File: src/rtl/wdg_pkg.sv
`timescale 1ns/1ps
package wdg_pkg;

  typedef enum logic [1:0] {
    SUP_HOLD  = 2'd0,
    SUP_PULSE = 2'd1,
    SUP_RUN   = 2'd2
  } sup_state_e;

  // Timeout length in cycles for the current mode.
  function automatic int unsigned pick_timeout(input logic grace,
                                               input logic long_only,
                                               input int unsigned short_c,
                                               input int unsigned long_c);
    return (grace || long_only) ? long_c : short_c;
  endfunction

  // Reset pulse length in cycles.
  function automatic int unsigned pick_width(input logic wide,
                                             input int unsigned narrow_c,
                                             input int unsigned wide_c);
    return wide ? wide_c : narrow_c;
  endfunction

  function automatic int unsigned max_u(input int unsigned a, input int unsigned b);
    return (a > b) ? a : b;
  endfunction

endpackage

File: src/rtl/wdg_kick_sync.sv
`timescale 1ns/1ps
module wdg_kick_sync #(
  parameter int unsigned STAGES = 2
) (
  input  logic clk,
  input  logic por_n,
  input  logic kick,
  output logic kick_edge
);

  logic [STAGES-1:0] sync_q;
  logic              last_q;

  for (genvar gi = 0; gi < STAGES; gi++) begin : g_sync
    if (gi == 0) begin : g_first
      always_ff @(posedge clk or negedge por_n) begin
        if (!por_n) sync_q[0] <= 1'b0;
        else        sync_q[0] <= kick;
      end
    end else begin : g_next
      always_ff @(posedge clk or negedge por_n) begin
        if (!por_n) sync_q[gi] <= 1'b0;
        else        sync_q[gi] <= sync_q[gi-1];
      end
    end
  end

  always_ff @(posedge clk or negedge por_n) begin
    if (!por_n) last_q <= 1'b0;
    else        last_q <= sync_q[STAGES-1];
  end

  // An edge in either direction counts as activity.
  assign kick_edge = sync_q[STAGES-1] ^ last_q;

endmodule

File: src/rtl/wdg_timeout.sv
`timescale 1ns/1ps
module wdg_timeout
  import wdg_pkg::*;
#(
  parameter int unsigned SHORT_CYC = 1024,
  parameter int unsigned LONG_CYC  = 4096
) (
  input  logic clk,
  input  logic por_n,
  input  logic run,
  input  logic mon_en,
  input  logic long_only,
  input  logic kick_edge,
  output logic expire,
  output logic grace_o
);

  localparam int unsigned TOP_C = max_u(SHORT_CYC, LONG_CYC);
  localparam int unsigned CW    = $clog2(TOP_C + 1);
  localparam logic [CW-1:0] SAT_M1 = CW'(TOP_C - 1);

  logic [CW-1:0] cnt_q;
  logic          grace_q;
  logic [CW-1:0] lim_m1;

  assign lim_m1  = CW'(pick_timeout(grace_q, long_only, SHORT_CYC, LONG_CYC) - 1);
  assign expire  = run && mon_en && !kick_edge && (cnt_q >= lim_m1);
  assign grace_o = grace_q;

  always_ff @(posedge clk or negedge por_n) begin
    if (!por_n) begin
      cnt_q   <= '0;
      grace_q <= 1'b1;
    end else if (!run) begin
      // Any active reset re-arms the grace window and clears the count.
      cnt_q   <= '0;
      grace_q <= 1'b1;
    end else begin
      if (kick_edge) grace_q <= 1'b0;
      if (kick_edge || !mon_en) cnt_q <= '0;
      else if (cnt_q != SAT_M1) cnt_q <= cnt_q + 1'b1;
    end
  end


  no_overflow_chk: assert property (@(posedge clk) disable iff (!por_n)
    cnt_q <= SAT_M1);


  restart_chk: assert property (@(posedge clk) disable iff (!por_n)
    $rose(run) |-> (cnt_q == '0));


  grace_rearm_chk: assert property (@(posedge clk) disable iff (!por_n)
    $rose(run) |-> grace_q);


  expire_late_chk: assert property (@(posedge clk) disable iff (!por_n)
    expire |-> (cnt_q >= CW'(SHORT_CYC - 1)));

endmodule

File: src/rtl/wdg_pulse.sv
`timescale 1ns/1ps
module wdg_pulse
  import wdg_pkg::*;
#(
  parameter int unsigned NARROW_CYC = 512,
  parameter int unsigned WIDE_CYC   = 2048
) (
  input  logic clk,
  input  logic por_n,
  input  logic supply_low,
  input  logic expire,
  input  logic wide_pulse,
  output logic run
);

  localparam int unsigned TOP_W = max_u(NARROW_CYC, WIDE_CYC);
  localparam int unsigned PW    = $clog2(TOP_W + 1);

  sup_state_e    state_q;
  logic [PW-1:0] pcnt_q;
  logic [PW-1:0] wlim_m1;

  assign wlim_m1 = PW'(pick_width(wide_pulse, NARROW_CYC, WIDE_CYC) - 1);
  assign run     = (state_q == SUP_RUN);

  always_ff @(posedge clk or negedge por_n) begin
    if (!por_n) begin
      state_q <= SUP_HOLD;
      pcnt_q  <= '0;
    end else if (supply_low) begin
      state_q <= SUP_HOLD;
      pcnt_q  <= '0;
    end else begin
      unique case (state_q)
        SUP_HOLD: begin
          state_q <= SUP_PULSE;
          pcnt_q  <= '0;
        end
        SUP_PULSE: begin
          if (pcnt_q >= wlim_m1) begin
            state_q <= SUP_RUN;
            pcnt_q  <= '0;
          end else begin
            pcnt_q <= pcnt_q + 1'b1;
          end
        end
        SUP_RUN: begin
          if (expire) begin
            state_q <= SUP_PULSE;
            pcnt_q  <= '0;
          end
        end
        default: begin
          state_q <= SUP_HOLD;
          pcnt_q  <= '0;
        end
      endcase
    end
  end


  supply_hold_chk: assert property (@(posedge clk) disable iff (!por_n)
    supply_low |=> !run);


  width_bound_chk: assert property (@(posedge clk) disable iff (!por_n)
    pcnt_q <= PW'(TOP_W - 1));


  pulse_entry_chk: assert property (@(posedge clk) disable iff (!por_n)
    (run && expire && !supply_low) |=> (!run && pcnt_q == '0));

endmodule

File: src/rtl/wdg_supervisor.sv
`timescale 1ns/1ps
module wdg_supervisor #(
  parameter int unsigned SHORT_CYC  = 1024,
  parameter int unsigned LONG_CYC   = 4096,
  parameter int unsigned NARROW_CYC = 512,
  parameter int unsigned WIDE_CYC   = 2048,
  parameter int unsigned SYNC_STAGES = 2
) (
  input  logic clk,
  input  logic por_n,
  input  logic kick,
  input  logic mon_en,
  input  logic long_only,
  input  logic wide_pulse,
  input  logic supply_low,
  output logic sys_rst_n_o,
  output logic sys_rst_o
);

  logic kick_edge;
  logic expire;
  logic run;
  logic grace;

  wdg_kick_sync #(.STAGES(SYNC_STAGES)) u_sync (
    .clk       (clk),
    .por_n     (por_n),
    .kick      (kick),
    .kick_edge (kick_edge)
  );

  wdg_timeout #(.SHORT_CYC(SHORT_CYC), .LONG_CYC(LONG_CYC)) u_tmo (
    .clk       (clk),
    .por_n     (por_n),
    .run       (run),
    .mon_en    (mon_en),
    .long_only (long_only),
    .kick_edge (kick_edge),
    .expire    (expire),
    .grace_o   (grace)
  );

  wdg_pulse #(.NARROW_CYC(NARROW_CYC), .WIDE_CYC(WIDE_CYC)) u_pls (
    .clk        (clk),
    .por_n      (por_n),
    .supply_low (supply_low),
    .expire     (expire),
    .wide_pulse (wide_pulse),
    .run        (run)
  );

  assign sys_rst_n_o = run;
  assign sys_rst_o   = ~run;


  disabled_chk: assert property (@(posedge clk) disable iff (!por_n)
    (run && !mon_en && !supply_low) |=> run);


  kick_restart_chk: assert property (@(posedge clk) disable iff (!por_n)
    (run && kick_edge && !supply_low) |=> run);


  grace_hold_chk: assert property (@(posedge clk) disable iff (!por_n)
    !run |=> grace);

endmodule

File: config.mk
export PLATFORM = sky130hd
export DESIGN_NAME = wdg_supervisor
export DESIGN_NICKNAME = d
export VERILOG_FILES = /design/src/rtl/wdg_pkg.sv /design/src/rtl/wdg_kick_sync.sv /design/src/rtl/wdg_timeout.sv /design/src/rtl/wdg_pulse.sv /design/src/rtl/wdg_supervisor.sv
export SDC_FILE = /design/constraint.sdc
export NUM_CORES = 1
export LEC_CHECK = 0
export BUFFER_PORTS_ARGS = -buffer_cell sky130_fd_sc_hd__buf_2
export CAP_MARGIN = 15
export CORE_MARGIN = 2
export CORE_UTILIZATION = 65
export DETAILED_ROUTE_END_ITERATION = 6
export PLACE_DENSITY = 0.94
export SETUP_SLACK_MARGIN = 0.4
export SLEW_MARGIN = 20
export SYNTH_ARGS = -nofsm -noshare
export SYNTH_HDL_FRONTEND = slang
export SYNTH_SLANG_ARGS = --single-unit
File: constraint.sdc
create_clock -name clk -period 6.2 [get_ports clk]
set_clock_uncertainty 0.1 [all_clocks]
set_input_delay 0.62 -clock clk [delete_from_list [all_inputs] [get_ports clk]]
set_output_delay 0.62 -clock clk [all_outputs]
set_load 0.005 [all_outputs]
# Word level (Yosys, flattened, before mapping)
# Cells that the tools add are included.
# classes
n_addsub	4
order_cmp	2
n_eq_ne	7
muxes	15
n_bitwise	2
reduce_logical	9
# ops
op	count
$mux 13	4
$mux 12	4
$pmux 12 s2	1
$add 13x1->13 const B	1
$ge 13x13->1	1
$ne 13x12->1 const B	1
$sub 13x1->13 const B	1
$add 12x1->12 const B	1
$ge 12x12->1	1
$sub 12x1->12 const B	1
$mux 2	3
$pmux 2 s3	1
$logic_and 1x1->1	3
$ne 3x1->1 const B	1
$ne 3x2->1 const B	1
$ne 3x3->1 const B	1
$eq 2x1->1 const B	1
$eq 2x2->1 const B	1
$logic_not 1->1	2
$logic_not 2->1	1
$logic_or 1x1->1	2
$mux 1	2
$ne 2x1->1 const B	1
$reduce_and 2->1	1
other kinds (2)	2
# totals
regBits	31
inputBits	7
out_inout_bits	2
elab_cells	46

# Longest topological paths before layout
# depth
word_depth	8
ltp_mapped	7
depth_no_buf	6

# By module
# Synthesis repeated with hierarchy kept, for this count alone.
# hier_totals
cells_unflattened	168
hier_area_um2	1696.6
# by_module_without_submodules
mod	n_inst	cells_each	area_per_inst_um2	seq_area_each_um2
wdg_pulse	1	80	828.3	350.3
wdg_timeout	1	83	780.7	351.6
wdg_kick_sync	1	4	83.8	75.1
wdg_supervisor	1	1	3.8	0.0

# Worst setup path after synthesis
# No wires, ideal clock.
# synth_timing
path_kind	input -> register
start	input long_only
end	register u_pls.pcnt_q[10]
setup_time_ps	90
arrival_time_ps	1980
required_time_ps	6010
slack_ps	4029
path_stages	7
path_buffers	1
path_cell_list	nor2_1 -> ha_1 -> a211o_1 -> a31oi_1 -> o211ai_1 -> clkbuf_1 -> o221ai_1
# synth_between
elab_chain_len	6
# synth_lines
element	line_no	rtl
start, declared	wdg_supervisor.sv:13	input logic long_only,
$logic_or 1x1->1	wdg_pkg.sv:15	return (grace || long_only) ? long_c : short_c;
$mux 13	wdg_pkg.sv:15	
$sub 13x1->13	wdg_timeout.sv:26	assign lim_m1 = CW'(pick_timeout(grace_q, long_only, SHORT_CYC, LONG_CYC) - 1);
$ge 13x13->1	wdg_timeout.sv:27	assign expire = run && mon_en && !kick_edge && (cnt_q >= lim_m1);
$logic_and 1x1->1	wdg_timeout.sv:27	
$ne 3x3->1 (no source line)	n/a	
end signal, assigned	wdg_pulse.sv:44	pcnt_q <= pcnt_q + 1'b1;
end, declared	wdg_pulse.sv:20	logic [PW-1:0] pcnt_q;
# Every way passes these cells.
# A chain may end at the register's enable or synchronous reset.

# Final worst setup path
# layout_timing
start	register u_tmo.grace_q (netlist: u_tmo.grace_o)
end	register u_pls.state_q[1]
# layout_between
elab_chain_len	7
# layout_lines
element	line_no	rtl
start, declared	wdg_timeout.sv:23	logic grace_q;
start signal, assigned	wdg_timeout.sv:33	grace_q <= 1'b1;
start signal, assigned	wdg_timeout.sv:37	grace_q <= 1'b1;
start signal, assigned	wdg_timeout.sv:39	if (kick_edge) grace_q <= 1'b0;
$logic_or 1x1->1	wdg_pkg.sv:15	
$mux 13	wdg_pkg.sv:15	
$sub 13x1->13	wdg_timeout.sv:26	
$ge 13x13->1	wdg_timeout.sv:27	
$logic_and 1x1->1	wdg_timeout.sv:27	
$ne 3x3->1 (no source line)	n/a	
$reduce_and 2->1 (no source line)	n/a	
end signal, assigned	wdg_pulse.sv:28	state_q <= SUP_HOLD;
end signal, assigned	wdg_pulse.sv:31	state_q <= SUP_HOLD;
end signal, assigned	wdg_pulse.sv:36	state_q <= SUP_PULSE;
end, declared	wdg_pulse.sv:19	sup_state_e state_q;
# Every way passes these cells.

==> metrics.cfg <==
[synth]
yosys-top-cells-count=30 x dfrtp_1, 13 x nand2_1, 12 x inv_1
syn_area_per_cell_um2=9.505
ys_seq_elements=31
ys_types=46
synth-main-ff-cell=dfrtp_1
netlist.area_leader.share=0.4246
synth_most_common_cell=dfrtp_1
yosys-top-cells-area=dfrtp_1 42%, ha_1 4.2%, nand4_1 3.9%
synth_edf_count=0
synthArstFlopShare=1.000
synth_nets=199
synth_cells=186
yosysTopAreaCell=dfrtp_1
yosysSeqAreaShare=0.4395
synth_area_mm2=0.001768
yosysWarnings=0

[flow_run]
drv_cap=0

[clocking]
cts_root_buf=clkbuf_4
cts_buffers=5
clk_latency_ns=0.34
post_cts_buffers=0
clock_path_buffers=2
cts_tree=yes
htree_levels=2
clkSlewWorstSetupHoldPaths_ns=0.11
cts_resized=0
cts_hold_buf=0
cts_num_sinks=31

[route]
drt_iter0_drc=109
wl_per_cell_um=16.12
viasPerCell=6.670
vias=1494
remaining_drc_errors=0
wirelength_mm=3.610
drtPass1Iterations=4
ant_nets=0

[setup_path]
critPathLaunchType=register
slowest_delay_ns=0.79
critPathLaunch=u_tmo.grace_o
crit_chain=nor2_1, ha_1, and3b_1, nand4_1, o211ai_1, o21ai_0
r2r_start=u_tmo.grace_o
cp-endpoint=u_pls.state_q[1]
worstPathMaxFanout=13
setup.worst_path.class=register to register
reg2reg_slack_ns=3.72
r2r_cells=6
crit_path_end_kind=register
cp_slowest_cell=o211ai_1
cp.required_ns=6.25
arrival_ns=2.53
r2r_end=u_pls.state_q[1]

[finish]
areaGrowthSynthToFinish_pct=5.591
nets=206
drive_gt1_frac=0.1237
final_util=0.7401
num_antenna_cells=0

[place]
dp.final_hpwl_mm=2.514
gp_congestion=0.8754
portBuffers=8

[floorplanning]
dieArea_mm2=0.003153
die_y_um=56.15
num_io_pins=9
start_util=0.7009
fp.dieW_um=56.15
num_rows=18
coreArea_mm2=0.002522

[timing]
finalSetupTns_ns=0
tightest_slew_ns=0.9245
setup_viol=0
rsz0062_at_grt=no
final_max_slew_viol_count=0
whs_ns=0.1930
min_period_ns=2.481
finalCritPeriodShare=0.4001
fmax_mhz=403.1
slew_headroom=0.3810
hold_viol=0

[min_path]
hold_path.class=input port to async pin

[global_route]
grt-ovfl-total=0
grt_max_degree=32
antenna_found_initial=0
first_global_vias=1405
grt_pass1_wl_mm=6.106
grt_util_all_layers=0.2459

[power_and_ir_drop]
power_density_mw_per_mm2=228.2
peakVddDrop_mv=0.1875
cellLeakagePower_nw=0.8218

[status]
status=finished, final reports clean

[kinds of logic (layout without fill, tap and decap cells)]
family          count (synthesis)  after routing  synth area share
flops                          31             31            0.4395
xor+xnor                        2              2          0.009910
fa+ha+maj                       6              6           0.04246
mux                             2              2           0.01132
simple gates                   77             77            0.2512
buf+inv                        20             28           0.04741
compound gates                 48             48            0.1982
[area by class of cell]
| class | count | area, µm² |
|---|---|---|
| Fill cell | 183 | 655.6 |
| Clock buffer | 7 | 55.05 |
| Inverter | 12 | 45.04 |
| Multi-Input combinational cell | 135 | 907.1 |
| Tap cell | 30 | 37.54 |
| Sequential cell | 31 | 777.0 |
| Clock inverter | 1 | 5.005 |
| Timing Repair Buffer | 8 | 40.04 |
[how the worst min path moves through the flow]
stage                       end  cells past startpoint
2_1_floorplan   u_pls.pcnt_q[0]                      0
3_3_place_gp   u_sync.sync_q[1]                      0
3_5_place_dp   u_sync.sync_q[1]                      0
4_1_cts          u_tmo.cnt_q[8]                      1
5_1_grt          u_tmo.cnt_q[8]                      1
6_report         u_tmo.cnt_q[8]                      1
[sequential cells by signal, indices dropped and copies added, names as in the netlist]
register,flops
u_tmo.cnt_q,13
u_pls.pcnt_q,12
u_pls.state_q,2
u_sync.sync_q,2
u_sync.last_q,1
u_tmo.grace_o,1
[power by group]
| group | internal (W) | leakage, nW | switching, W | total (W) |
|---|---|---|---|---|
| Clock | 0.0000549 | 0.0353 | 0.0000702 | 0.000125 |
| Sequential | 0.000215 | 0.420 | 0.0000116 | 0.000227 |
| Combinational | 0.0000294 | 0.367 | 0.0000444 | 0.0000738 |
[layout by cell type, fill, tap and decap left out, drive strengths merged, types with 2 or more instances in the layout]
cell,instances
dfrtp,30
nand2,15
inv,12
nand4,12
nand3,11
o21ai,11
a21oi,10
and3,9
buf,8
clkbuf,7
nand2b,6
nor2,6
a31oi,6
ha,6
and2,6
o221ai,5
o31ai,3
a2111o,3
and4,2
and3b,2
mux2i,2
nor3,2
o211ai,2
[per-layer routing]
layer  GRT usage  part of all wire  routed length (µm)  vias to the layer above
met2      0.4084              0.52                1889                       61
met3     0.06512             0.055                 199                        6
li1            -                 -                   -                      710
met1      0.2991              0.41                1480                      717
met5           0                 0                   0                        -
met4      0.1088             0.011                  41                        0
[worst max-delay path, delay by kind of cell (launching register included)]
family                   cells  cell delay [ns]
AO/OA/AOI/OAI                2             1.01
flip-flops                   1             0.55
adder cells (fa/ha/maj)      1             0.29
AND/OR/NAND/NOR              3             0.33
[through the flow]
stage | std cells | setup WS, ns | power [W] | instance area [µm²]
5_1_grt | 224 | 3.450 | 0.0004493 | 1867
4_1_cts | 224 | 3.686 | 0.0004288 | 1867
3_5_place_dp | 216 | 3.537 | 0.0003048 | 1807
3_3_place_gp | 216 | 3.649 | 0.0003001 | 1807
2_1_floorplan | 186 | 4.029 | 0.0002852 | 1768
6_report | 224 | 3.719 | 0.0004260 | 1867
(Power assumes the default switching activity.)
